**config.mk**
```make
export PLATFORM = sky130hd
export DESIGN_NAME = roll_tx_ctrl
export DESIGN_NICKNAME = d
export VERILOG_FILES = /design/src/rtl/roll_tx_pkg.sv /design/src/rtl/roll_tx_ptr.sv /design/src/rtl/roll_tx_cnt.sv /design/src/rtl/roll_tx_irq.sv /design/src/rtl/roll_tx_ctrl.sv
export SDC_FILE = /design/constraint.sdc
export NUM_CORES = 1
export LEC_CHECK = 0
export ABC_AREA = 1
export BUFFER_PORTS_ARGS = -buffer_cell sky130_fd_sc_hd__buf_2
export CAP_MARGIN = 25
export CORE_UTILIZATION = 40
export DETAILED_ROUTE_END_ITERATION = 8
export GPL_TIMING_DRIVEN = 0
export PLACE_DENSITY = 0.57
export RECOVER_POWER = 25
export SYNTH_ARGS = -nofsm -noshare
export SYNTH_HDL_FRONTEND = slang
export SYNTH_SLANG_ARGS = --single-unit
```
**constraint.sdc**
```tcl
create_clock -name clk -period 4.4 [get_ports clk]
set_clock_uncertainty 0.15 [all_clocks]
set_input_delay 0.88 -clock clk [delete_from_list [all_inputs] [get_ports clk]]
set_output_delay 0.88 -clock clk [all_outputs]
set_load 0.01 [all_outputs]
```
**src/rtl/roll_tx_pkg.sv**
```systemverilog
package roll_tx_pkg;
    typedef enum logic [2:0] {
        S_IDLE,
        S_LEN_LO,
        S_LEN_HI,
        S_LOAD,
        S_SEND,
        S_DONE
    } tx_state_t;
endpackage

```
**src/rtl/roll_tx_ptr.sv**
```systemverilog
module roll_tx_ptr #(
    parameter int AW = 8
) (
    input  logic          clk,
    input  logic          rst_n,
    input  logic [AW-1:0] base,
    input  logic [AW-1:0] size,
    input  logic [AW-1:0] mark,
    input  logic          load,
    input  logic          step,
    output logic [AW-1:0] ptr,
    output logic [AW-1:0] ptr_nxt,
    output logic          at_last,
    output logic          at_mark
);
    logic [AW-1:0] ptr_q;
    logic [AW-1:0] last_adr;
    logic [AW-1:0] mark_adr;

    assign last_adr = base + size;
    assign mark_adr = base + mark;
    assign at_last  = (ptr_q == last_adr);
    assign at_mark  = (ptr_q == mark_adr);
    assign ptr_nxt  = at_last ? base : ptr_q + AW'(1);
    assign ptr      = ptr_q;

    always_ff @(posedge clk or negedge rst_n) begin
        if (!rst_n) begin
            ptr_q <= '0;
        end else if (load) begin
            ptr_q <= base;
        end else if (step) begin
            ptr_q <= ptr_nxt;
        end
    end
endmodule

```
**src/rtl/roll_tx_cnt.sv**
```systemverilog
module roll_tx_cnt #(
    parameter int LW = 16
) (
    input  logic          clk,
    input  logic          rst_n,
    input  logic          clr,
    input  logic          inc,
    input  logic [LW-1:0] total,
    output logic          is_last
);
    logic [LW-1:0] cnt_q;

    assign is_last = ((cnt_q + LW'(1)) == total);

    always_ff @(posedge clk or negedge rst_n) begin
        if (!rst_n) begin
            cnt_q <= '0;
        end else if (clr) begin
            cnt_q <= '0;
        end else if (inc) begin
            cnt_q <= cnt_q + LW'(1);
        end
    end
endmodule

```
**src/rtl/roll_tx_irq.sv**
```systemverilog
module roll_tx_irq #(
    parameter int IW       = 8,
    parameter int FULL_BIT = 6,
    parameter int AF_BIT   = 5
) (
    input  logic          clk,
    input  logic          rst_n,
    input  logic          set_full,
    input  logic          set_af,
    input  logic [IW-1:0] clr,
    input  logic [IW-1:0] mask,
    output logic [IW-1:0] src,
    output logic          irq
);
    logic [IW-1:0] src_q;
    logic [IW-1:0] set_vec;

    always_comb begin
        set_vec           = '0;
        set_vec[FULL_BIT] = set_full;
        set_vec[AF_BIT]   = set_af;
    end

    for (genvar b = 0; b < IW; b++) begin : g_src
        always_ff @(posedge clk or negedge rst_n) begin
            if (!rst_n) begin
                src_q[b] <= 1'b0;
            end else if (set_vec[b]) begin
                src_q[b] <= 1'b1;
            end else if (clr[b]) begin
                src_q[b] <= 1'b0;
            end
        end
    end

    assign src = src_q;
    assign irq = |(src_q & mask);
endmodule

```
**src/rtl/roll_tx_ctrl.sv**
```systemverilog
module roll_tx_ctrl
    import roll_tx_pkg::*;
#(
    parameter int            AW          = 8,
    parameter int            DW          = 8,
    parameter int            IW          = 8,
    parameter int            EN_BIT      = 4,
    parameter int            FULL_BIT    = 6,
    parameter int            AF_BIT      = 5,
    parameter logic [AW-1:0] LEN_LO_ADDR = 'h14
) (
    input  logic          clk,
    input  logic          rst_n,
    input  logic [7:0]    mode_cfg,
    input  logic [AW-1:0] win_base,
    input  logic [AW-1:0] win_size,
    input  logic [AW-1:0] win_mark,
    input  logic          stop_cmd,
    input  logic [IW-1:0] irq_mask,
    input  logic [IW-1:0] irq_clr,
    output logic          ram_rd,
    output logic [AW-1:0] ram_addr,
    input  logic [DW-1:0] ram_rdata,
    output logic [DW-1:0] tx_data,
    output logic          tx_valid,
    input  logic          tx_ready,
    output logic          tx_eof,
    output logic [IW-1:0] irq_src,
    output logic          irq
);
    localparam int            LW          = 2 * DW;
    localparam logic [AW-1:0] LEN_HI_ADDR = LEN_LO_ADDR + AW'(1);

    tx_state_t     state, nxt;
    logic          en;
    logic [DW-1:0] len_lo_q;
    logic [LW-1:0] total_q;
    logic [DW-1:0] dat_q;

    logic          ptr_load, ptr_step;
    logic [AW-1:0] ptr, ptr_nxt;
    logic          at_last, at_mark;
    logic          cnt_clr, cnt_inc, cnt_last;
    logic          lo_we, tot_we, dat_we;
    logic          hit_af, hit_full;

    assign en = mode_cfg[EN_BIT];

    roll_tx_ptr #(.AW(AW)) u_ptr (
        .clk     (clk),
        .rst_n   (rst_n),
        .base    (win_base),
        .size    (win_size),
        .mark    (win_mark),
        .load    (ptr_load),
        .step    (ptr_step),
        .ptr     (ptr),
        .ptr_nxt (ptr_nxt),
        .at_last (at_last),
        .at_mark (at_mark)
    );

    roll_tx_cnt #(.LW(LW)) u_cnt (
        .clk     (clk),
        .rst_n   (rst_n),
        .clr     (cnt_clr),
        .inc     (cnt_inc),
        .total   (total_q),
        .is_last (cnt_last)
    );

    roll_tx_irq #(.IW(IW), .FULL_BIT(FULL_BIT), .AF_BIT(AF_BIT)) u_irq (
        .clk      (clk),
        .rst_n    (rst_n),
        .set_full (hit_full),
        .set_af   (hit_af),
        .clr      (irq_clr),
        .mask     (irq_mask),
        .src      (irq_src),
        .irq      (irq)
    );

    // state register
    always_ff @(posedge clk or negedge rst_n) begin
        if (!rst_n) begin
            state <= S_IDLE;
        end else begin
            state <= nxt;
        end
    end

    // data registers
    always_ff @(posedge clk or negedge rst_n) begin
        if (!rst_n) begin
            len_lo_q <= '0;
            total_q  <= '0;
            dat_q    <= '0;
        end else begin
            if (lo_we)  len_lo_q <= ram_rdata;
            if (tot_we) total_q  <= {ram_rdata, len_lo_q};
            if (dat_we) dat_q    <= ram_rdata;
        end
    end

    // next state and controls
    always_comb begin
        nxt      = state;
        ram_rd   = 1'b0;
        ram_addr = ptr;
        ptr_load = 1'b0;
        ptr_step = 1'b0;
        cnt_clr  = 1'b0;
        cnt_inc  = 1'b0;
        lo_we    = 1'b0;
        tot_we   = 1'b0;
        dat_we   = 1'b0;
        hit_af   = 1'b0;
        hit_full = 1'b0;
        if (!en) begin
            nxt = S_IDLE;
        end else begin
            unique case (state)
                S_IDLE: begin
                    ram_rd   = 1'b1;
                    ram_addr = LEN_LO_ADDR;
                    ptr_load = 1'b1;
                    cnt_clr  = 1'b1;
                    nxt      = S_LEN_LO;
                end
                S_LEN_LO: begin
                    lo_we    = 1'b1;
                    ram_rd   = 1'b1;
                    ram_addr = LEN_HI_ADDR;
                    nxt      = S_LEN_HI;
                end
                S_LEN_HI: begin
                    tot_we = 1'b1;
                    if ({ram_rdata, len_lo_q} == '0) begin
                        nxt = S_DONE;
                    end else begin
                        ram_rd   = 1'b1;
                        ram_addr = ptr;
                        nxt      = S_LOAD;
                    end
                end
                S_LOAD: begin
                    dat_we = 1'b1;
                    nxt    = S_SEND;
                end
                S_SEND: begin
                    if (tx_ready) begin
                        cnt_inc  = 1'b1;
                        hit_af   = at_mark;
                        hit_full = at_last;
                        if (cnt_last) begin
                            nxt = S_DONE;
                        end else begin
                            ptr_step = 1'b1;
                            ram_rd   = 1'b1;
                            ram_addr = ptr_nxt;
                            nxt      = S_LOAD;
                        end
                    end
                end
                S_DONE: begin
                    nxt = S_DONE;
                end
                default: nxt = S_IDLE;
            endcase
            if (stop_cmd && state != S_IDLE) begin
                nxt = S_DONE;
            end
        end
    end

    // outputs
    always_comb begin
        tx_valid = (state == S_SEND);
        tx_eof   = (state == S_DONE);
        tx_data  = dat_q;
    end
endmodule

```
==> impl_results.md, run 1 <==
* Outcome: finished, violations left
* Failing checks: capacitance limit, slew limit
* Worst slew pin tran at 1552 ps
* Largest net degree at the start of global routing at 62
* CP Class: input pin to output pin
* Worst hold margin at 331.1 ps
* Nature of the critical path endpoint: output pin
* Residual DRC at 0
* Commonest non-fill, non-tap cell in the layout: nand2_1
* Die area at ~0.012 mm2
* Hpwl dp at ~9300 um
* Vias at 4469
* Synth Warn # at 0
* CTS H-Tree Depth at 3
* Core area at between 0.01 and 0.015 mm2
* Cell taking the most area after synthesis: dfrtp_1
* Peak supply drop at ~0.00026 V
* WL/cell at approximately 14 um
* Final setup viols at 0
* Max cap viols at 1
* Async set-or-reset flop fraction in the synthesized netlist at 1.000
* Post-Place Cell Area at 0.005041 mm2
* Hold Path Class: flop to flop
* R2r startpoint: u_cnt.cnt_q[0]
* Fin. max-slew vios at 62
* Relative slew margins at -0.03458
* Crit Path Max Fanout at 10
* # IOs at slightly below 90
* Synth area leaders: dfrtp_1, nand2_1, inv_1
* CTS tree: built
* Share of layout cells above drive strength 1 at 0.1801
* R2r endpoint: u_ptr.ptr[2]
* Clk root buf: clkbuf_16
* Vias per cell at between 5 and 6
* DIE WIDTH at roughly 110 um
* Rows at 38
* Hold Crit Endpoint: tx_data[6]
* All-Layer GR Usage at 0.2180
* Cell Area, Synth at approximately 0.0045 mm2
* Post-synthesis area per instance at roughly 6.9 um2
* Ys flop type: dfrtp_1
* Min Tclk post-route at ~4200 ps
* Post-Route WL at about 12000 um
* Min-delay src: tx_data[6]
* Sum Neg Setup Slack at 0 ps
* Vias in the first global route at between 4000 and 5000
* GPL Wtd Cong at approximately 0.88
* Worst Path Arrival at ~3200 ps
* Final Hold Fails at 0
* Critical Path RT at 3370 ps
* Final core utilization at 0.5011
* Die Ht at roughly 110 um
* R2R setup slack at 1790 ps
* Grt total ovfl at 0
* Clock sinks at between 60 and 70
* Total power at between 0.002 and 0.003 W
* Part of the cycle the worst path needs at 0.9634
* Yosys reg bits at 61
* Worst reg-to-reg path cell count at 15
* Hold depth at 2
* Post-synth EDFFs at 0
* CP Launch Type: input pin
* ANT nets after route at 0
* Initial core utilization at 0.4146
* PortBufs at 62
* Post-synthesis cell type count at 40
* Nets at approximately 800
* Max Clock Freq at ~0.24 GHz
* Final instance area at around 0.0055 mm2
* Initial antenna violation count at 0
* Initial DRC count at around 250
* Area grow syn2layout at 20.86%
* Synth Instances at 656
* Clock Path Buffers at 2
* Total CTS buffers at 9
* First-pass GRT wire length at between 15000 and 20000 um
* Antenna cell count at 0
* Synth top area share at 0.3366
* Clock latency on the worst-skew pair at roughly 320 ps
* DR pass1 iterations at 5
* Commonest non-fill, non-tap cells in the layout: nand2_1, inv_1, buf_2
* Leak pwr at between 2 and 3 nW
* Sequential cell area fraction in the yosys report at 0.3366
* PwrDens at around 500 mW/mm2
* CTS clock-pin slew for the worst setup and hold paths at approximately 60 ps
[what timing repair did]
item                                    CTS  global route
pin swaps                                 0             3
hold buffers                              0             0
endpoints found under the hold margin     0             0
endpoints found under the setup margin    8             8
resized for setup                         3            13
buffers inserted                          0             5
[sequential cells by signal, summed over array words and instances (netlist names)]
signal and cells:
u_cnt.cnt_q 16, u_irq.src 2, tx_data 8, u_ptr.ptr 8, state 3, total_q 16
len_lo_q 8
[critical path, cell delays in order]
cell	delay [ps]
buf_2	140
ha_2	190
inv_1	50
fa_1	490
xor2_1	150
nand2_1	80
a21oi_2	100
nand2_1	90
nor2_4	140
nand3_4	120
buf_8	170
nand2_1	60
nand2_1	50
nand3_1	110
nand3_1	110
a21oi_2	130
buf_2	140
[layer usage]
layer  GRT usage  part of all wire  wire (um)  vias up
li1            -                 -          -     2285
met1      0.3308              0.52       6276     2077
met2      0.3228              0.44       5284      101
met3     0.03797             0.037        449        6
met4     0.04151            0.0046         55        0
met5           0                 0          0        -
[synth_stat cells (2+ instances only)]
master	count
nand2_2	2
buf_4	6
nor2_4	6
nor3_1	6
ha_1	16
nand2_1	196
nand3_1	53
o21ai_0	54
o21ai_2	8
inv_1	83
nor2_1	41
nand3b_1	7
o21ai_1	2
o22ai_1	14
dfrtp_1	61
a31oi_1	2
buf_2	6
xor2_1	18
nand4_1	13
a21oi_1	19
nor2_2	8
a211oi_1	2
clkbuf_1	8
xnor2_1	7
inv_2	2
fa_1	2
[stage by stage]
stage,setup slack [ps],std cells
floorplan,492.0,661
global placement,-138.3,863
detailed placement,-174.1,863
CTS,5.052,879
global route,-9.641,884
finish,161.0,884
[cell type report]
class / instances / area [um2]
Fill cell: 1120 / 5455
Multi-Input combinational cell: 493 / 2630
Sequential cell: 61 / 1526
Timing Repair Buffer: 67 / 347.8
Inverter: 85 / 319.1
Clock buffer: 11 / 242.7
Tap cell: 140 / 175.2
Buffer: 22 / 131.4
Clock inverter: 5 / 107.6
[kinds of logic (layout without fill, tap and decap cells)]
logic type,after synthesis,in the layout,share of synthesized area
simple gates,339,339,0.3314
buf+inv,107,190,0.09713
compound gates,105,105,0.1327
flops,61,61,0.3366
xor+xnor,25,25,0.04829
fa+ha+maj,18,18,0.05298
other cells,1,6,0.0008270
[where the power goes]
group          leakage (nW)  switching [W]  internal [W]
clock network         0.170       0.000249      0.000570
logic                  1.78       0.000637      0.000425
registers             0.796       0.000146      0.000737
total                  2.74        0.00103       0.00173
[worst max-delay path by stage]
stage,to,depth (start not counted),slack (ps),start
global route,ram_addr[0],17,-10,win_base[0]
detailed placement,ram_addr[4],18,-170,win_base[0]
global placement,ram_addr[4],18,-140,win_base[0]
finish,ram_addr[2],17,160,win_base[0]
floorplan,ram_addr[0],15,490,win_base[0]
CTS,ram_addr[2],19,5,win_base[0]
Power figures use the tool's default switching activity.
==> run 2, diff against run 1 <==
--- a/config.mk
+++ b/config.mk
@@ -5,9 +5,9 @@
 export SDC_FILE = /design/constraint.sdc
 export NUM_CORES = 1
 export LEC_CHECK = 0
-export ABC_AREA = 1
 export BUFFER_PORTS_ARGS = -buffer_cell sky130_fd_sc_hd__buf_2
 export CAP_MARGIN = 25
+export CORE_ASPECT_RATIO = 0.5
 export CORE_UTILIZATION = 40
 export DETAILED_ROUTE_END_ITERATION = 8
 export GPL_TIMING_DRIVEN = 0
==> run 2 against run 1 <==
Effect of this change:
- the run ends with capacitance limit, slew limit, setup timing left
- die area rose by 3.0%
- register-to-register slack worse by 540 ps
- clock power fell by 18%
- combinational power is 4% lower
- synthesized area grew 2.8%
- sequential share of layout area down 1.2 points
- critical path type unchanged
- largest cell class unchanged
- synthesized cell count decreased by 22%
==> impl_results.md, run 2 <==
* Outcome: finished, violations left (unchanged)
* Failing checks: capacitance limit, slew limit, setup timing (was capacitance limit, slew limit)
* Worst Path Arrival at 3400 ps (was 3210 ps)
* Final setup viols at 6 (was 0)
* Max cap viols at 1 (unchanged)
* R2r endpoint: u_ptr.ptr[4] (was u_ptr.ptr[2])
* DIE WIDTH at 154.7 um (was 108.5 um)
* Sequential power share at 0.337 (was 0.319)
* Max stage delay on crit path at 560 ps (was 490 ps)
* ANT nets after route at 0 (unchanged)
* Clk root buf: clkbuf_16 (unchanged)
* Share of layout cells above drive strength 1 at 0.3030 (was 0.1801)
* GPL Wtd Cong at 0.8948 (was 0.8794)
* Initial DRC count at 262 (was 251)
* Async set-or-reset flop fraction in the synthesized netlist at 1.000 (unchanged)
* Clock Path Buffers at 2 (unchanged)
* XOR/XNOR Fraction of Synth Area at 0.07890 (was 0.04829)
* Core area at 0.01118 mm2 (was 0.01094 mm2)
* Worst-path cell chain: buf_8 > ha_4 > inv_2 > fa_2 > xor2_1 > and3_1 > o2111ai_2 > nor4b_4 > buf_6 > mux2_4 > nor2_4 > a221oi_2 > buf_2 (was buf_2 > ha_2 > inv_1 > fa_1 > xor2_1 > nand2_1 > a21oi_2 > nand2_1 > nor2_4 > nand3_4 > buf_8 > nand2_1 > nand2_1 > nand3_1 > nand3_1 > a21oi_2 > buf_2)
* Register area at 0.001528 mm2 (was 0.001526 mm2)
* Rows at 27 (was 38)
* Commonest non-fill, non-tap cell in the layout: buf_2 (was nand2_1)
* Antenna cell count at 0 (unchanged)
* Hpwl dp at 9161 um (was 9286 um)
* Die Ht at 78.34 um (was 108.5 um)
* Clock sinks at 61 (unchanged)
* Clock latency on the worst-skew pair at 330 ps (was 320 ps)
* Leak pwr at 2.475 nW (was 2.741 nW)
* DR pass1 iterations at 5 (unchanged)
* CTS tree: built (unchanged)
* CTS clock-pin slew for the worst setup and hold paths at 60 ps (about the same)
* Post-Route WL at 12440 um (was 12070 um)
* Largest family of logic cells by synthesized area: compound AO/OA/AOI/OAI gates (was simple AND/OR/NAND/NOR gates)
* First-pass GRT wire length at 20330 um (was 19950 um)
* Clk pwr share at 0.263 (was 0.296)
* Vias in the first global route at 4000 (was 4089)
* CP startpoint: win_base[0] (unchanged)
* Fin. max-slew vios at 62 (unchanged)
* Post-Synth Adder-Cell Area at 0.05153 (was 0.05298)
* Cell Area, Synth at 0.004662 mm2 (was 0.004534 mm2)
* Sequential cell area fraction in the yosys report at 0.3274 (was 0.3366)
* R2R setup slack at 1250 ps (was 1790 ps)
* Hold depth at 1 (was 2)
* Post-synthesis cell type count at 68 (was 40)
* Nature of the critical path endpoint: output pin (unchanged)
* Cell with the most instances after synthesis: dfrtp_1 (was nand2_1)
* Post-route setup slack at -30.99 ps (was 161.0 ps)
* Critical Path RT at 3370 ps (about the same)
* Synth Instances at 510 (was 656)
* Synth Warn # at 0 (unchanged)
* Final cell count without fillers at 763 (was 884)
* Part of the cycle the worst path needs at 1.007 (was 0.9634)
* Initial core utilization at 0.4169 (was 0.4146)
* Vias per cell at 5.515 (was 5.055)
* Cell taking the most area after synthesis: dfrtp_1 (unchanged)
* All-Layer GR Usage at 0.2143 (was 0.2180)
* Peak supply drop at 0.0002242 V (was 0.0002563 V)
* Top Registers: total_q (16), u_cnt.cnt_q (16) (unchanged)
* Worst slew pin tran at 1559 ps (was 1552 ps)
* Crit Path Max Fanout at 5 (was 10)
* Synth top area share at 0.3274 (was 0.3366)
* Filler Cell Count at 1074 (was 1120)
* Crit-path slowest cell: fa_2 (was fa_1)
* Post-placement cell count at 737 (was 863)
* Final core utilization at 0.5129 (was 0.5011)
* Combinational share of power at 0.400 (was 0.384)
* CTS H-Tree Depth at 3 (unchanged)
* Multi-input gate area at 0.002979 mm2 (was 0.002630 mm2)
* CP Class: input pin to output pin (unchanged)
* PortBufs at 62 (unchanged)
* Post-synth EDFFs at 0 (unchanged)
* CP Launch Type: input pin (unchanged)
* Mux cell area share after synthesis at 0.08132 (was 0)
* Grt total ovfl at 0 (unchanged)
* RSZ-0062 raised after global routing: true
* Sw power at 0.0009308 W (was 0.001032 W)
* Hold Path Class: flop to flop (unchanged)
* Post-synth top cells: dfrtp_1, o21ai_0, nand2_1, mux2_2 (was nand2_1, inv_1, dfrtp_1, o21ai_0, nand3_1)
* Relative slew margins at -0.03965 (was -0.03458)
* Min-delay src: tx_data[4] (was tx_data[6])
* Yosys reg bits at 61 (unchanged)
* Sw frac at 0.3651 (was 0.3732)
* Min Tclk post-route at 4431 ps (was 4239 ps)
* Largest net degree at the start of global routing at 62 (unchanged)
* Initial antenna violation count at 0 (unchanged)
* Max Clock Freq at 0.2257 GHz (was 0.2359 GHz)
* Die area at 0.01212 mm2 (was 0.01177 mm2)
* Worst reg-to-reg path cell count at 11 (was 15)
* Ys flop type: dfrtp_1 (unchanged)
* Final Hold Fails at 0 (unchanged)
* Total CTS buffers at 9 (unchanged)
* Vias at 4208 (was 4469)
* Commonest non-fill, non-tap cells in the layout: buf_2, dfrtp_1, o21ai_0 (was nand2_1, inv_1, buf_2)
* Post-synthesis area per instance at 9.141 um2 (was 6.912 um2)
* Simple-gate share of the synthesized area at 0.1884 (was 0.3314)
* Residual DRC at 0 (unchanged)
* Cell Int Power at 0.001618 W (was 0.001733 W)
* PwrDens at 444.5 mW/mm2 (was 504.4 mW/mm2)
* Nets at 677 (was 817)
* Area grow syn2layout at 23.03% (was 20.86%)
* Synth area leaders: dfrtp_1, mux2_2, xnor2_1 (was dfrtp_1, nand2_1, inv_1)
* WL/cell at 16.30 um (was 13.65 um)
* R2r startpoint: u_cnt.cnt_q[0] (unchanged)
* Complex-gate fraction of the synthesized area at 0.2034 (was 0.1327)
* # IOs at 88 (unchanged)
* Hold Crit Endpoint: tx_data[4] (was tx_data[6])
run 2: timing repair:
action | 4_1_cts | 5_1_grt
setup buffers | 7 | 2
hold buffers | 0 | 0
gates resized for setup | 18 | 25
gates cloned | 1 | 0
endpoints found under the setup margin | 8 | 8
pin swaps | 7 | 12
run 2: final cells by class:
type | count | share of cell area
Clock buffer | 10 | 0.04167
Clock inverter | 6 | 0.008290
Buffer | 40 | 0.04450
Tap cell | 159 | 0.03469
Inverter | 21 | 0.01374
Timing Repair Buffer | 73 | 0.07134
Sequential cell | 61 | 0.2664
Multi-Input combinational cell | 393 | 0.5194
run 2: cell families (layout without fill, tap and decap cells):
kind of cell | count (synthesis) | after routing
AO/OA/AOI/OAI | 136 | 136
XOR/XNOR | 42 | 42
adder cells (fa/ha/maj) | 18 | 18
buffers and inverters | 61 | 150
flip-flops | 61 | 61
multiplexers | 34 | 34
other | 1 | 6
AND/OR/NAND/NOR | 157 | 157
run 2: how the worst max path moves through the flow:
stage | end | slack (ps)
5_1_grt | ram_addr[2] | -170
6_report | ram_addr[4] | -30
3_5_place_dp | ram_addr[0] | -380
2_1_floorplan | ram_addr[2] | 270
3_3_place_gp | ram_addr[0] | -390
4_1_cts | ram_addr[4] | -3
run 2: power groups by stage:
stage	clock network, W	registers [W]	logic [W]
global placement	0	0.000866	0.000934
CTS	0.000685	0.000860	0.000982
finish	0.000671	0.000859	0.00102
detailed placement	0	0.000871	0.000951
floorplan	0	0.000847	0.000696
global route	0.000716	0.000882	0.00112
run 2: worst max-delay path, delay by kind of cell:
kind                     cells  cell delay, ps
AO/OA/AOI/OAI                2             170
XOR/XNOR                     1             140
adder cells (fa/ha/maj)      2             690
buffers and inverters        4             490
multiplexers                 1             320
AND/OR/NAND/NOR              3             720
run 2: per-stage QoR:
step                      TNS (ps)  total power, W  hold WS, ps  instance area, um2  setup slack (ps)
final                       -74.34        0.002549        349.6                5736            -30.99
after global routing         -1068        0.002721        356.4                5736            -172.8
after CTS                   -3.108        0.002528        351.1                5608            -3.108
after detailed placement     -2776        0.001821        337.7                5200            -383.3
after global placement       -2803        0.001799        331.8                5190            -393.9
after floorplan                  0        0.001544        317.9                4681             274.3
run 2: metal layers:
metal,global-route usage,routed length [um],vias up
li1,-,-,2060
met1,0.2998,6123,2017
met2,0.3394,5613,121
met3,0.04252,592,10
met4,0.05347,108,0
met5,0,0,-
